==> config.mk <==
export PLATFORM = sky130hd
export DESIGN_NAME = pkt_widen
export DESIGN_NICKNAME = d
export VERILOG_FILES = /design/src/rtl/pkt_widen_pkg.sv /design/src/rtl/pkt_hdr_rewrite.sv /design/src/rtl/pkt_widen_core.sv /design/src/rtl/pkt_widen.sv
export SDC_FILE = /design/constraint.sdc
export NUM_CORES = 1
export LEC_CHECK = 0
export ABC_AREA = 1
export BUFFER_PORTS_ARGS = -buffer_cell sky130_fd_sc_hd__buf_4
export CORE_AREA = 2 2 362 256
export DETAILED_ROUTE_END_ITERATION = 16
export DIE_AREA = 0 0 364 258
export PLACE_DENSITY = 0.62
export REMOVE_ABC_BUFFERS = 1
export SLEW_MARGIN = 20
export SYNTH_ARGS = -nofsm -noshare
export SYNTH_HDL_FRONTEND = slang
export SYNTH_HIERARCHICAL = 1
export SYNTH_SLANG_ARGS = --single-unit
export TNS_END_PERCENT = 50
==> constraint.sdc <==
create_clock -name clk -period 11.7 [get_ports clk]
set_input_delay 2.34 -clock clk [delete_from_list [all_inputs] [get_ports clk]]
set_output_delay 2.34 -clock clk [all_outputs]
set_load 0.02 [all_outputs]
==> src/rtl/pkt_widen_pkg.sv <==
package pkt_widen_pkg;
    localparam int HDR_LEN_LSB = 0;
    localparam int HDR_MD_LSB  = 16;
    localparam int HDR_TY_LSB  = 21;

    localparam logic [2:0] TY_MGMT    = 3'd1;
    localparam logic [2:0] TY_DATA    = 3'd6;
    localparam logic [2:0] TY_DATA_TS = 3'd7;

    localparam int WCODE_LSB = 45;

    typedef enum logic [1:0] {
        ST_HDR  = 2'd0,
        ST_TS   = 2'd1,
        ST_META = 2'd2,
        ST_PAY  = 2'd3
    } phase_e;

    function automatic logic [2:0] width_code(input int w);
        return 3'($clog2(w / 64));
    endfunction
endpackage

==> src/rtl/pkt_hdr_rewrite.sv <==
module pkt_hdr_rewrite
    import pkt_widen_pkg::*;
#(
    parameter int IN_W  = 64,
    parameter int OUT_W = 256
) (
    input  logic [63:0] hdr_i,
    output logic [63:0] hdr_o,
    output logic        is_ts,
    output logic        is_mgmt,
    output logic [4:0]  mcnt
);
    localparam int          RATIO  = OUT_W / IN_W;
    localparam logic [15:0] IN_B   = 16'(IN_W / 8);
    localparam logic [15:0] OUT_B  = 16'(OUT_W / 8);
    localparam logic [15:0] RAT16  = 16'(RATIO);
    localparam logic        TS_SEP = (IN_W == 64);

    logic [2:0]  ty;
    logic [15:0] len_in, m16, mo16, pre16, pay16, payw16, len_out;

    always_comb begin
        ty      = hdr_i[HDR_TY_LSB +: 3];
        mcnt    = hdr_i[HDR_MD_LSB +: 5];
        len_in  = hdr_i[HDR_LEN_LSB +: 16];
        is_ts   = (ty == TY_DATA_TS);
        is_mgmt = (ty == TY_MGMT);
        m16     = {11'd0, mcnt};
        mo16    = (m16 + RAT16 - 16'd1) / RAT16;
        pre16   = IN_B * (16'd1 + {15'd0, is_ts & TS_SEP} + m16);
        pay16   = len_in - pre16;
        payw16  = (pay16 + IN_B - 16'd1) / IN_B;
        len_out = OUT_B * (16'd1 + mo16) + (is_mgmt ? payw16 * OUT_B : pay16);
        hdr_o   = hdr_i;
        hdr_o[HDR_MD_LSB +: 5]   = mo16[4:0];
        hdr_o[HDR_LEN_LSB +: 16] = len_out;
    end
endmodule

==> src/rtl/pkt_widen_core.sv <==
module pkt_widen_core
    import pkt_widen_pkg::*;
#(
    parameter int IN_W   = 64,
    parameter int OUT_W  = 256,
    parameter int USER_W = 4
) (
    input  logic              clk,
    input  logic              rst_n,
    input  logic [IN_W-1:0]   i_data,
    input  logic [USER_W-1:0] i_user,
    input  logic              i_last,
    input  logic              i_valid,
    output logic              i_ready,
    input  logic [63:0]       hdr_new,
    input  logic              is_ts,
    input  logic              is_mgmt,
    input  logic [4:0]        mcnt,
    output logic [OUT_W-1:0]  o_data,
    output logic [USER_W-1:0] o_user,
    output logic              o_last,
    output logic              o_valid,
    input  logic              o_ready
);
    localparam int         RATIO  = OUT_W / IN_W;
    localparam int         LANE_W = (RATIO > 2) ? $clog2(RATIO) : 1;
    localparam logic       TS_SEP = (IN_W == 64);
    localparam logic [2:0] WCODE  = width_code(OUT_W);

    typedef struct packed {
        phase_e            ph;
        logic [LANE_W-1:0] lane;
        logic [OUT_W-1:0]  acc;
        logic [4:0]        mleft;
        logic              mgmt;
        logic              first;
        logic [USER_W-1:0] user;
        logic              ov;
        logic [OUT_W-1:0]  od;
        logic              ol;
        logic [USER_W-1:0] ou;
    } state_t;

    state_t q, d;

    logic              fire, lane_full, emit, el;
    logic [OUT_W-1:0]  ext, merged, hw, ew;
    logic [USER_W-1:0] eu;

    assign i_ready = !q.ov || o_ready;

    always_comb begin
        fire      = i_valid && i_ready;
        ext       = OUT_W'(i_data);
        merged    = q.acc | (ext << (32'(q.lane) * IN_W));
        lane_full = (q.lane == LANE_W'(RATIO - 1));
        hw        = '0;
        hw[63:0]  = hdr_new;
        if (is_ts) hw[127:64] = ext[127:64];
        d    = q;
        emit = 1'b0;
        ew   = '0;
        el   = 1'b0;
        eu   = q.user;
        if (q.ov && o_ready) d.ov = 1'b0;
        if (fire) begin
            unique case (q.ph)
                ST_HDR: begin
                    d.user  = i_user;
                    d.mgmt  = is_mgmt;
                    d.mleft = mcnt;
                    d.first = 1'b1;
                    d.lane  = '0;
                    if (is_ts && TS_SEP) begin
                        d.acc = hw;
                        d.ph  = ST_TS;
                    end else begin
                        emit  = 1'b1;
                        ew    = hw;
                        eu    = i_user;
                        d.acc = '0;
                        d.ph  = (mcnt != 5'd0) ? ST_META : ST_PAY;
                    end
                end
                ST_TS: begin
                    emit  = 1'b1;
                    ew    = q.acc | (ext << 64);
                    d.acc = '0;
                    d.ph  = (q.mleft != 5'd0) ? ST_META : ST_PAY;
                end
                ST_META: begin
                    d.mleft = q.mleft - 5'd1;
                    if (lane_full || q.mleft == 5'd1) begin
                        emit   = 1'b1;
                        ew     = merged;
                        d.acc  = '0;
                        d.lane = '0;
                    end else begin
                        d.acc  = merged;
                        d.lane = q.lane + LANE_W'(1);
                    end
                    if (q.mleft == 5'd1) d.ph = ST_PAY;
                end
                ST_PAY: begin
                    if (q.mgmt) begin
                        emit = 1'b1;
                        ew   = ext;
                        if (q.first) ew[WCODE_LSB +: 3] = WCODE;
                        el   = i_last;
                    end else if (lane_full || i_last) begin
                        emit   = 1'b1;
                        ew     = merged;
                        el     = i_last;
                        d.acc  = '0;
                        d.lane = '0;
                    end else begin
                        d.acc  = merged;
                        d.lane = q.lane + LANE_W'(1);
                    end
                    d.first = 1'b0;
                    if (i_last) begin
                        d.ph   = ST_HDR;
                        d.acc  = '0;
                        d.lane = '0;
                    end
                end
                default: d.ph = ST_HDR;
            endcase
        end
        if (emit) begin
            d.ov = 1'b1;
            d.od = ew;
            d.ol = el;
            d.ou = eu;
        end
    end

    always_ff @(posedge clk) begin
        if (!rst_n) q <= '0;
        else        q <= d;
    end

    assign o_valid = q.ov;
    assign o_data  = q.od;
    assign o_last  = q.ol;
    assign o_user  = q.ou;
endmodule

==> src/rtl/pkt_widen.sv <==
module pkt_widen #(
    parameter int IN_W   = 64,
    parameter int OUT_W  = 256,
    parameter int USER_W = 4
) (
    input  logic              clk,
    input  logic              rst_n,
    input  logic [IN_W-1:0]   i_data,
    input  logic [USER_W-1:0] i_user,
    input  logic              i_last,
    input  logic              i_valid,
    output logic              i_ready,
    output logic [OUT_W-1:0]  o_data,
    output logic [USER_W-1:0] o_user,
    output logic              o_last,
    output logic              o_valid,
    input  logic              o_ready
);
    generate
        if (IN_W == OUT_W) begin : g_pass
            assign o_data  = i_data;
            assign o_user  = i_user;
            assign o_last  = i_last;
            assign o_valid = i_valid;
            assign i_ready = o_ready;
        end else begin : g_widen
            logic [63:0] hdr_new;
            logic        is_ts, is_mgmt;
            logic [4:0]  mcnt;

            pkt_hdr_rewrite #(.IN_W(IN_W), .OUT_W(OUT_W)) u_hdr (
                .hdr_i   (i_data[63:0]),
                .hdr_o   (hdr_new),
                .is_ts   (is_ts),
                .is_mgmt (is_mgmt),
                .mcnt    (mcnt)
            );

            pkt_widen_core #(.IN_W(IN_W), .OUT_W(OUT_W), .USER_W(USER_W)) u_core (
                .clk     (clk),
                .rst_n   (rst_n),
                .i_data  (i_data),
                .i_user  (i_user),
                .i_last  (i_last),
                .i_valid (i_valid),
                .i_ready (i_ready),
                .hdr_new (hdr_new),
                .is_ts   (is_ts),
                .is_mgmt (is_mgmt),
                .mcnt    (mcnt),
                .o_data  (o_data),
                .o_user  (o_user),
                .o_last  (o_last),
                .o_valid (o_valid),
                .o_ready (o_ready)
            );
        end
    endgenerate
endmodule

==> impl_results.md <==
* Post-synth top area cell: dfxtp_1
* I/O pins at 336
* Largest net degree at the start of global routing at 183
* Die Wd at 364 um
* Power Dens Cells at 154 nW/um^2
* Fin. Hold Viols at 0
* Mapped Area at 31400 um^2
* Post-CTS Hold Fix Bufs at 0
* Outcome: finished, final reports clean
* Vias per cell at about 5.4
* Std-Cell Rows at 93
* Worst setup EP type: flip-flop
* Initial antenna violation count at 1
* Starting Density at 34.6%
* Worst setup margin at around 5.8 ns
* Area share of the largest cell type after synthesis at 34.0%
* Hold Slack at 0.464 ns
* Hold Crit Class: flip-flop to flip-flop
* WP data required at 12.24 ns
* Fin crit period at a little under 6 ns
* Nets at 4588
* Post-Synthesis Cells at 4751
* Post_cts resized at 0
* DRT iter0 DRCs at between 3000 and 4000
* CP Launch Type: primary input
* DP HPWL at 61.7 mm
* Share of layout cells above drive strength 1 at 14.3%
* Number of synthesized flops with an enable pin at 0
* Worst Hold End: g_widen.u_core/o_data[160]$_SDFFE_PN0P_
* H-tree depth at 2
* Highest clock rate at ~0.17 GHz
* Antenna viol nets, final at 0
* Post-layout util at 37.4%
* Clk pin slew, worst setup/hold paths at 0.07 ns
* Fin crit share at about half
* Cts bufs inserted at 60
* Total number of yosys warnings at 6
* Die height at 258 um
* Top-count cell post-synth: nand2_1
* Total power at approximately 5200 uW
* Worst r2r dst: g_widen.u_core/o_data[244]$_SDFFE_PN0P_
* Crit path kind: primary input to flip-flop
* Hold Path Stages at 2
* Via count at roughly 31000
* Crit-path max cell delay at 0.43 ns
* Cell variety after synth at 42
* Clk_lat worst skew at between 0.6 and 0.7 ns
* DRC viols at 0
* Worst R2R Setup Slack at 6.79 ns
* Number of post-CTS setup repair buffers at 0
* Drt first pass iters at 6
* Setup TNS at 0 ns
* Commonest cells post-synth: nand2_1 (1290), a21oi_1 (592), dfxtp_1 (533)
* Syn_area_per_cell at 6.61 um^2
* Reg-to-reg startpoint: g_widen.u_core/q[529]$_SDFFE_PN0P_
* Clock root buffer: clkbuf_16
* Synth Register Bits at 533
* Leakage power at 0.0137 uW
* Final Max Tran Viols at 0
* Slew margin rel. at 22.1%
* GR Util All Layers at 22.4%
* PortBufs at 335
* Core area at 90900 um^2
* Async S/R FF share, synth at 0%
* Top FF cell, synth: dfxtp_1
* Critical path data arrival time at 6.40 ns
* Total die area at 93900 um^2
* Unrepaired setup endpoints after global routing: false
* Worst setup startpoint: i_data[22]
* R2R depth at 9
* Area growth, synth to finish at 8.16%
* Peak supply drop at 0.000144 V
* Most used cell, CP: nand2_1
* Maximum clock insertion buffer count at 3
* Max-Cap Viols at 0
* Fillers at 9630
* Post-placement worst setup slack at 5.18 ns
* Layout Skew at 0.0224 ns
* Final setup vio count at 0
* Crit-path slowest cell: fa_1
* CTS tree: built
* Global-route wire length before repair at 169 mm
* Final WL at around 110 mm
* Vias in the first global route at 28800
* GPL Wtd Cong at 0.812
* WL per Instance at 19.1 um
* Sequential fraction of the synthesis area at 34.0%
* CP max FO at 10
* Least-Margin Pin Slew at ~1.2 ns
* Start point of the worst hold path: g_widen.u_core/o_data[160]$_SDFFE_PN0P_
* Largest cells by area after synthesis: dfxtp_1 (34%), nand2_1 (15%), a21oi_1 (9.4%)
* Clk sink count at between 500 and 600
* Overflow after GRT at 0
## cell usage in the layout (no fill, tap or decap), types with 4 or more instances in the layout
cell	instances
nand2_2	10
nand2_4	5
nand3_1	481
a31o_2	125
xor2_1	9
bufinv_16	5
o21ai_0	218
nand2_1	1286
nand4_1	196
clkbuf_16	62
inv_6	5
inv_1	280
a21oi_1	592
clkbuf_8	17
buf_4	372
a22oi_1	61
ha_4	4
clkinv_2	11
nor3_1	6
clkbuf_1	13
dfxtp_1	531
nor2_1	176
xnor2_1	4
ha_1	18
## state kept, by name (all words and copies together) (netlist names)
register / count
g_widen.u_core/o_data: 256
g_widen.u_core/o_user: 4
g_widen.u_core/o_valid: 1
g_widen.u_core/q: 271
g_widen.u_core/o_last: 1
## logic make-up after synthesis
group / share of synthesized area (%)
AO/OA/AOI/OAI: 18.1
XOR/XNOR: 0.450
adder cells (fa/ha/maj): 1.00
buffers and inverters: 16.5
flip-flops: 34.0
other: 0.0119
AND/OR/NAND/NOR: 29.9
## layer usage
metal	vias up	global-route usage [%]	wire length (um)
met2	1435	35.0	48000
met1	14900	31.5	50100
met3	161	3.85	9790
li1	15000	-	-
met5	-	0	0
met4	0	6.02	2360
## stage by stage
stage	cell area, um^2	instances
floorplan	27300	4055
global placement	31900	5664
detailed placement	31900	5664
CTS	34000	5775
global route	34000	5775
finish	34000	5777
## area by class of cell
class                   instances  area [um^2]  area share (%)
inverters                     296         1150            3.39
clock inverters                19          249           0.733
multi-input cells            3226        15700            46.2
clock buffers                  92         1830            5.40
well taps                    1235         1550            4.55
repair buffers                374         2830            8.33
flip-flops and latches        533        10700            31.4
diodes                          2         5.00          0.0147
## power breakdown
part | internal (uW) | switching, uW | leakage, uW
Clock | 1190 | 835 | 0.00102
Combinational | 317 | 941 | 0.00834
Sequential | 1890 | 58.2 | 0.00432
## worst max path at each step
| stage | endpoint | slack (ns) | cells after the start |
|---|---|---|---|
| 4_1_cts | g_widen.u_core/o_data[15]$_SDFFE_PN0P_ | 5.87 | 28 |
| 3_5_place_dp | g_widen.u_core/o_data[15]$_SDFFE_PN0P_ | 5.18 | 28 |
| 2_1_floorplan | g_widen.u_core/q[337]$_SDFFE_PN0P_ | 0.42 | 8 |
| 3_3_place_gp | g_widen.u_core/o_data[15]$_SDFFE_PN0P_ | 5.19 | 28 |
| 5_1_grt | g_widen.u_core/o_data[15]$_SDFFE_PN0P_ | 5.39 | 29 |
| 6_report | g_widen.u_core/o_data[15]$_SDFFE_PN0P_ | 5.84 | 28 |
## worst max-delay path: cells and delay by family
kind | cells | cell delay [ns]
adder cells (fa/ha/maj) | 4 | 1.20
buffers and inverters | 5 | 0.44
AND/OR/NAND/NOR | 14 | 1.34
XOR/XNOR | 1 | 0.13
AO/OA/AOI/OAI | 4 | 0.94
(Power assumes the default switching activity.)
